$ cat config.mk
export PLATFORM = sky130hd
export DESIGN_NAME = ow_rst_det
export DESIGN_NICKNAME = d
export VERILOG_FILES = /design/src/rtl/ow_pkg.sv /design/src/rtl/ow_sync_edge.sv /design/src/rtl/ow_low_timer.sv /design/src/rtl/ow_rst_guard.sv /design/src/rtl/ow_rst_det.sv
export SDC_FILE = /design/constraint.sdc
export NUM_CORES = 1
export LEC_CHECK = 0
export ABC_AREA = 1
export CORE_ASPECT_RATIO = 0.9
export CORE_UTILIZATION = 25
export CTS_BUF_LIST = sky130_fd_sc_hd__clkbuf_8
export DETAILED_ROUTE_END_ITERATION = 10
export DONT_BUFFER_PORTS = 1
export SLEW_MARGIN = 20
export SYNTH_ARGS = -nofsm -noshare
export SYNTH_HDL_FRONTEND = slang
export SYNTH_SLANG_ARGS = --single-unit
$ cat constraint.sdc
create_clock -name clk_i -period 1.58 [get_ports clk_i]
set_clock_uncertainty 0.15 [all_clocks]
set_input_delay 0.316 -clock clk_i [delete_from_list [all_inputs] [get_ports clk_i]]
set_output_delay 0.316 -clock clk_i [all_outputs]
set_load 0.02 [all_outputs]
$ cat src/rtl/ow_pkg.sv
package ow_pkg;
  typedef enum logic {
    SPD_REG = 1'b0,
    SPD_OD  = 1'b1
  } ow_speed_e;
endpackage

$ cat src/rtl/ow_sync_edge.sv
module ow_sync_edge #(
  parameter int STAGES = 2
) (
  input  logic clk_i,
  input  logic rst_ni,
  input  logic d_i,
  output logic level_o,
  output logic fall_o
);
  logic [STAGES-1:0] sync_q;
  logic              prev_q;

  generate
    if (STAGES == 1) begin : g_one
      always_ff @(posedge clk_i or negedge rst_ni) begin
        if (!rst_ni) sync_q <= '1;
        else         sync_q <= d_i;
      end
    end else begin : g_chain
      always_ff @(posedge clk_i or negedge rst_ni) begin
        if (!rst_ni) sync_q <= '1;
        else         sync_q <= {sync_q[STAGES-2:0], d_i};
      end
    end
  endgenerate

  assign level_o = sync_q[STAGES-1];

  always_ff @(posedge clk_i or negedge rst_ni) begin
    if (!rst_ni) prev_q <= 1'b1;
    else         prev_q <= level_o;
  end

  assign fall_o = prev_q & ~level_o;
endmodule

$ cat src/rtl/ow_low_timer.sv
module ow_low_timer #(
  parameter int REG_RST_US = 120,
  parameter int OD_RST_US  = 16,
  parameter int CNT_W      = 7
) (
  input  logic             clk_i,
  input  logic             rst_ni,
  input  logic             level_i,
  input  logic             fall_i,
  input  logic             tick_i,
  input  logic             od_i,
  output logic             fire_o,
  output logic             reg_cross_o,
  output logic [CNT_W-1:0] cnt_o
);
  localparam logic [CNT_W-1:0] REG_THR = CNT_W'(REG_RST_US);
  localparam logic [CNT_W-1:0] OD_THR  = CNT_W'(OD_RST_US);
  localparam logic [CNT_W-1:0] CNT_MAX = '1;

  logic [CNT_W-1:0] cnt_q;
  logic             fired_q;
  logic             step;
  logic [CNT_W-1:0] thr;

  assign step        = ~level_i & tick_i & ~fall_i;
  assign thr         = od_i ? OD_THR : REG_THR;
  assign fire_o      = step & ~fired_q & (cnt_q == thr);
  assign reg_cross_o = step & (cnt_q == REG_THR);
  assign cnt_o       = cnt_q;

  always_ff @(posedge clk_i or negedge rst_ni) begin
    if (!rst_ni) begin
      cnt_q   <= '0;
      fired_q <= 1'b0;
    end else if (fall_i) begin
      cnt_q   <= '0;
      fired_q <= 1'b0;
    end else begin
      if (step && cnt_q != CNT_MAX) cnt_q <= cnt_q + 1'b1;
      if (fire_o) fired_q <= 1'b1;
    end
  end
endmodule

$ cat src/rtl/ow_rst_guard.sv
module ow_rst_guard #(
  parameter int RECOV_US = 8,
  parameter int RCNT_W   = 4
) (
  input  logic clk_i,
  input  logic rst_ni,
  input  logic fire_i,
  input  logic level_i,
  input  logic tick_i,
  output logic active_o
);
  localparam logic [RCNT_W-1:0] REC_LAST = RCNT_W'(RECOV_US - 1);

  logic              active_q;
  logic [RCNT_W-1:0] rec_q;

  always_ff @(posedge clk_i or negedge rst_ni) begin
    if (!rst_ni) begin
      active_q <= 1'b0;
      rec_q    <= '0;
    end else if (fire_i) begin
      active_q <= 1'b1;
      rec_q    <= '0;
    end else if (active_q) begin
      if (!level_i) begin
        rec_q <= '0;
      end else if (tick_i) begin
        if (rec_q == REC_LAST) begin
          active_q <= 1'b0;
          rec_q    <= '0;
        end else begin
          rec_q <= rec_q + 1'b1;
        end
      end
    end
  end

  assign active_o = active_q;
endmodule

$ cat src/rtl/ow_rst_det.sv
module ow_rst_det #(
  parameter int SYNC_STAGES = 2,
  parameter int REG_RST_US  = 120,
  parameter int OD_RST_US   = 16,
  parameter int RECOV_US    = 8
) (
  input  logic clk_i,
  input  logic rst_ni,
  input  logic bus_i,
  input  logic us_tick_i,
  input  logic od_set_i,
  input  logic pd_req_i,
  output logic slot_start_o,
  output logic reset_o,
  output logic pd_en_o,
  output logic od_o
);
  import ow_pkg::*;

  localparam int CNT_W  = $clog2(REG_RST_US + 2);
  localparam int RCNT_W = $clog2(RECOV_US + 1);

  logic             bus_s;
  logic             bus_fall;
  logic             fire;
  logic             reg_cross;
  logic             rst_active;
  logic [CNT_W-1:0] low_cnt;
  logic             slot_q;
  logic             rst_q;
  ow_speed_e        speed_q;

  ow_sync_edge #(.STAGES(SYNC_STAGES)) u_sync (
    .clk_i   (clk_i),
    .rst_ni  (rst_ni),
    .d_i     (bus_i),
    .level_o (bus_s),
    .fall_o  (bus_fall)
  );

  ow_low_timer #(
    .REG_RST_US (REG_RST_US),
    .OD_RST_US  (OD_RST_US),
    .CNT_W      (CNT_W)
  ) u_timer (
    .clk_i       (clk_i),
    .rst_ni      (rst_ni),
    .level_i     (bus_s),
    .fall_i      (bus_fall),
    .tick_i      (us_tick_i),
    .od_i        (speed_q == SPD_OD),
    .fire_o      (fire),
    .reg_cross_o (reg_cross),
    .cnt_o       (low_cnt)
  );

  ow_rst_guard #(
    .RECOV_US (RECOV_US),
    .RCNT_W   (RCNT_W)
  ) u_guard (
    .clk_i    (clk_i),
    .rst_ni   (rst_ni),
    .fire_i   (fire),
    .level_i  (bus_s),
    .tick_i   (us_tick_i),
    .active_o (rst_active)
  );

  always_ff @(posedge clk_i or negedge rst_ni) begin
    if (!rst_ni) begin
      slot_q  <= 1'b0;
      rst_q   <= 1'b0;
      speed_q <= SPD_REG;
    end else begin
      slot_q <= bus_fall & ~rst_active;
      rst_q  <= fire;
      if (reg_cross)     speed_q <= SPD_REG;
      else if (od_set_i) speed_q <= SPD_OD;
    end
  end

  assign slot_start_o = slot_q;
  assign reset_o      = rst_q;
  assign od_o         = (speed_q == SPD_OD);
  assign pd_en_o      = pd_req_i & ~rst_active;
endmodule

==> results.env, run 1 <==
HPWL_UM=1360
DETAILEDPLACE.WORSTSLACK_NS=-0.0325
NETLIST_TOP_CELLS_AREA='dfrtp_1, nand2_1, dfstp_2, inv_1, nor2_1'
FINAL.FILL_COUNT=376
DOMINANTREGCELLSYNTH='dfrtp_1'
FINAL_ANTENNA_NET_COUNT=0
CLOCK_LATENCY_NS=0.26
GRT_ANTENNA_BEFORE_REPAIR=0
STATIC-LEAKAGE-POWER_nW=0.573
SYNTH_CELLS=119
CTS_TREE='built'
POST_DP_CELL_AREA_MM2=0.00106
TRITONCTS_BUFFER_COUNT=3
GRT_SETUP_UNREPAIRED='true'
DRIVE_GT1_SHARE_PCT=22.1
REMAINING_OVERFLOW_GRT=0
FIN_SETUP_TNS_NS=0
VDD.IR_DROP.WORST_uV=219
PLACEABLE_CORE_AREA_MM2=0.00370
FINALCRITPERIODSHARE_PCT=99.8
FIRSTDRTPASSITERS=4
YS_FF_LATCH=19
AVGROUTEDWIREPERCELL_UM=10.8
SLEW_VIOLATIONS=0
CRITPATHSLOWESTCELL='dfrtp_1'
TIMING.SETUP.CRITICAL_PATH_CLASS='reg2reg'
POWER.DENSITY_CELL_AREA_mW_PER_MM2=850
DIE_W_UM=67.7
INSERTEDDIODECOUNT=0
WORSTMARGINPINSLEW_NS=0.865
GRT_UTIL_ALL_LAYERS_PCT=10.0
DIE-AREA_MM2=0.00414
FINISH.NET_COUNT=141
SYNTH_FP_NETS=128
YOSYSTOPAREACELLSHARE_PCT=41.2
PERIOD_NEEDED_NS=1.58
FIN_WORST_HOLD_SLACK_NS=0.0518
TOTALWIRELENGTH_UM=1910
SYNTH_TOP_AREA_CELL='dfrtp_1'
PIN_COUNT_OF_THE_BIGGEST_NET_ENTERING_GLOBAL_ROUTING=20
CLOCK_SINK_COUNT=19
MAX_SLEW_MARGIN_PCT=42.1
OUTCOME='finished clean'
STARTPOINT_TYPE='flop'
SETUP.WORST_PATH.END_CLASS='flop'
IO_PINS=10
DRT_DRC_VIOLATIONS_LEFT=0
FIRST_GLOBAL_VIAS=675
SYN_AREA_UM2=971
TIMING.FINAL.HOLD_VIOLATIONS=0
CTSLONGESTPATHBUFFERS=2
DETAIL_ROUTE.ITER0.VIOLATIONS=83
CRIT_CHAIN='inv_2 > ha_4 > nand2_1 > inv_1 > nand2_1 > nor2_2 > nand3_2 > nand2_4 > nand2_4 > nand2_1 > nand2_1'
MULTIINPUTGATEAREA_UM2=477
SYN_AREA_PER_CELL_UM2=8.16
WORST-ENDPOINT-ARRIVAL_NS=1.57
FLOW.AREA_GROWTH_FROM_SYNTHESIS_PCT=22.8
F_MAX_MHz=634
SYNTH.DISTINCT_CELLS=21
ASYNC_FLOP_SHARE_PCT=100
CAP_VIOLATIONS=0
CRITICAL-PATH-TOP-CELL-BY-COUNT='nand2_1'
PATH_MAX_FANOUT=5
HTREEDEPTH=1
YOSYS_WARNINGS=0
FLOORPLAN.INITIALDENSITY_PCT=26.2
DIE_HEIGHT_UM=61.1
SYNTH_SEQUENTIAL_AREA_RATIO_PCT=49.4
DETAIL_ROUTE.VIAS_PER_CELL=4.41
CRITICAL-PATH-MAX-STAGE-DELAY_NS=0.39
FP-ROW-COUNT=21
CLKSLEWWORSTSETUPHOLDPATHS_NS=0.07
WORSTHOLDPATHTYPE='in2reg'
SYNTH_ENABLE_FLOP_CELLS=0
SETUP_VIOLATIONS=0
QUANTITY_OF_I_O_BUFFERS_INSERTED_ON_PORTS=0
SEQCELLAREA_UM2=479
GPL.FINAL_WEIGHTED_CONGESTION=0.893
CLOCKROOTBUFFER='clkbuf_8'
GRT_FIRST_PASS_WIRELENGTH_UM=2990
CRITICAL_PATH_REQUIRED_NS=1.57
TIMING.FINAL.WS_SETUP_NS=0.00372
POSTLAYOUTCELLAREA_MM2=0.00119
ROUTE.VIAS.TOTAL=780
POWER_mW=1.01
critical path: cells and delay by family, from the launching register on:
| kind | cells | cell delay (ns) |
|---|---|---|
| AND/OR/NAND/NOR | 8 | 0.66 |
| buffers and inverters | 2 | 0.13 |
| flip-flops | 1 | 0.39 |
| adder cells (fa/ha/maj) | 1 | 0.14 |
cell families (layout without fill, tap and decap cells):
kind of cell	count (synthesis)	after routing	synth area share (%)
adders and majority gates	3	3	3.87
and+or+nand+nor	66	66	31.7
DFF	19	19	49.4
AOI/OAI and AO/OA	10	10	5.41
xor gates and xnor gates	3	3	2.71
buffers and inverters	18	30	6.96
area by class of cell:
cell class              instances  share of cell area [%]
clock buffers                   3                    3.46
clock inverters                 1                   0.420
inverters                      18                    5.67
multi-input cells              82                    40.0
flip-flops and latches         19                    40.2
well taps                      46                    4.83
repair buffers                  8                    5.46
repair_timing:
item / 4_1_cts / 5_1_grt
pin swaps: 2 / 4
setup buffers: 1 / 1
setup endpoints to repair: 4 / 11
gates resized for setup: 2 / 10
hold endpoints to repair: 20 / 0
hold buffers: 2 / 0
state kept, by name, indices dropped and copies added (netlist names):
name / cells
u_guard.active_o: 1
u_timer.fired_q: 1
od_o: 1
slot_start_o: 1
u_sync.prev_q: 1
reset_o: 1
u_sync.sync_q: 2
u_timer.cnt_o: 7
u_guard.rec_q: 4
cells in the mapped netlist (3+ instances only):
master / number
nand2_2: 3
nand2_1: 34
o21ai_1: 5
nand3_1: 8
dfrtp_1: 16
nor2_1: 11
ha_1: 3
nor3_1: 4
dfstp_2: 3
inv_1: 17
where the power goes:
group / total (mW) / switching [mW] / internal (mW)
Clock: 0.339 / 0.164 / 0.175
Combinational: 0.136 / 0.0775 / 0.0589
Sequential: 0.538 / 0.0238 / 0.514
Total: 1.01 / 0.265 / 0.749
cells in the final DEF (no fill, tap or decap):
| master | count |
|---|---|
| nor2_2 | 1 |
| o22ai_1 | 1 |
| nand2_2 | 1 |
| o21ai_1 | 5 |
| nand2_4 | 4 |
| buf_4 | 6 |
| clkbuf_8 | 3 |
| dfstp_2 | 3 |
| nand3_2 | 1 |
| o21ai_0 | 1 |
| xnor2_1 | 1 |
| nand3_1 | 8 |
| a31oi_1 | 1 |
| nor2_1 | 10 |
| dlygate4sd3_1 | 2 |
| and3_1 | 1 |
| a21oi_2 | 2 |
| nand3_4 | 1 |
| xor2_1 | 2 |
| ha_4 | 2 |
| nor3_1 | 4 |
| ha_1 | 1 |
| clkinv_2 | 1 |
| dfrtp_1 | 16 |
| nand2_1 | 34 |
| nor2_4 | 1 |
| inv_1 | 15 |
| inv_2 | 3 |
metrics by stage:
| stage | utilization (%) | std cells |
|---|---|---|
| 6_report | 32.2 | 177 |
| 5_1_grt | 32.2 | 177 |
| 4_1_cts | 30.7 | 176 |
| 3_5_place_dp | 28.6 | 169 |
| 3_3_place_gp | 28.6 | 169 |
| 2_1_floorplan | - | 119 |
final timing paths:
kind	start	to	slack, ns	cells past startpoint
worst max-delay path	u_timer.cnt_o[0]$_DFFE_PN0P_	u_guard.rec_q[1]$_DFFE_PN0P_	0.004	11
worst min-delay path	od_set_i	od_o$_DFFE_PN0P_	0.05	2
worst max register to register	u_timer.cnt_o[0]$_DFFE_PN0P_	u_guard.rec_q[1]$_DFFE_PN0P_	0.004	11
worst min register to register	u_sync.sync_q[0]$_DFF_PN1_	u_sync.sync_q[1]$_DFF_PN1_	0.21	0
max in group asynchronous	rst_ni	u_timer.cnt_o[3]$_DFFE_PN0P_	0.28	1
min in group asynchronous	rst_ni	u_guard.rec_q[0]$_DFFE_PN0P_	0.46	1
metal layers:
metal  GRT usage, %  vias to the layer above  part of all wire (%)
li1               -                      395                     -
met1           13.3                      364                    49
met2           14.6                       19                    46
met3           2.78                        2                   3.9
met4           5.47                        0                   1.7
met5              0                        -                     0
(Power assumes the default switching activity.)
==> inputs of run 2 (changes only) <==
--- a/config.mk
+++ b/config.mk
@@ -6,6 +6,7 @@
 export NUM_CORES = 1
 export LEC_CHECK = 0
 export ABC_AREA = 1
+export CAP_MARGIN = 20
 export CORE_ASPECT_RATIO = 0.9
 export CORE_UTILIZATION = 25
 export CTS_BUF_LIST = sky130_fd_sc_hd__clkbuf_8
==> results of run 2 <==
The final DEF is identical to that of run 1; final timing and power are the same.
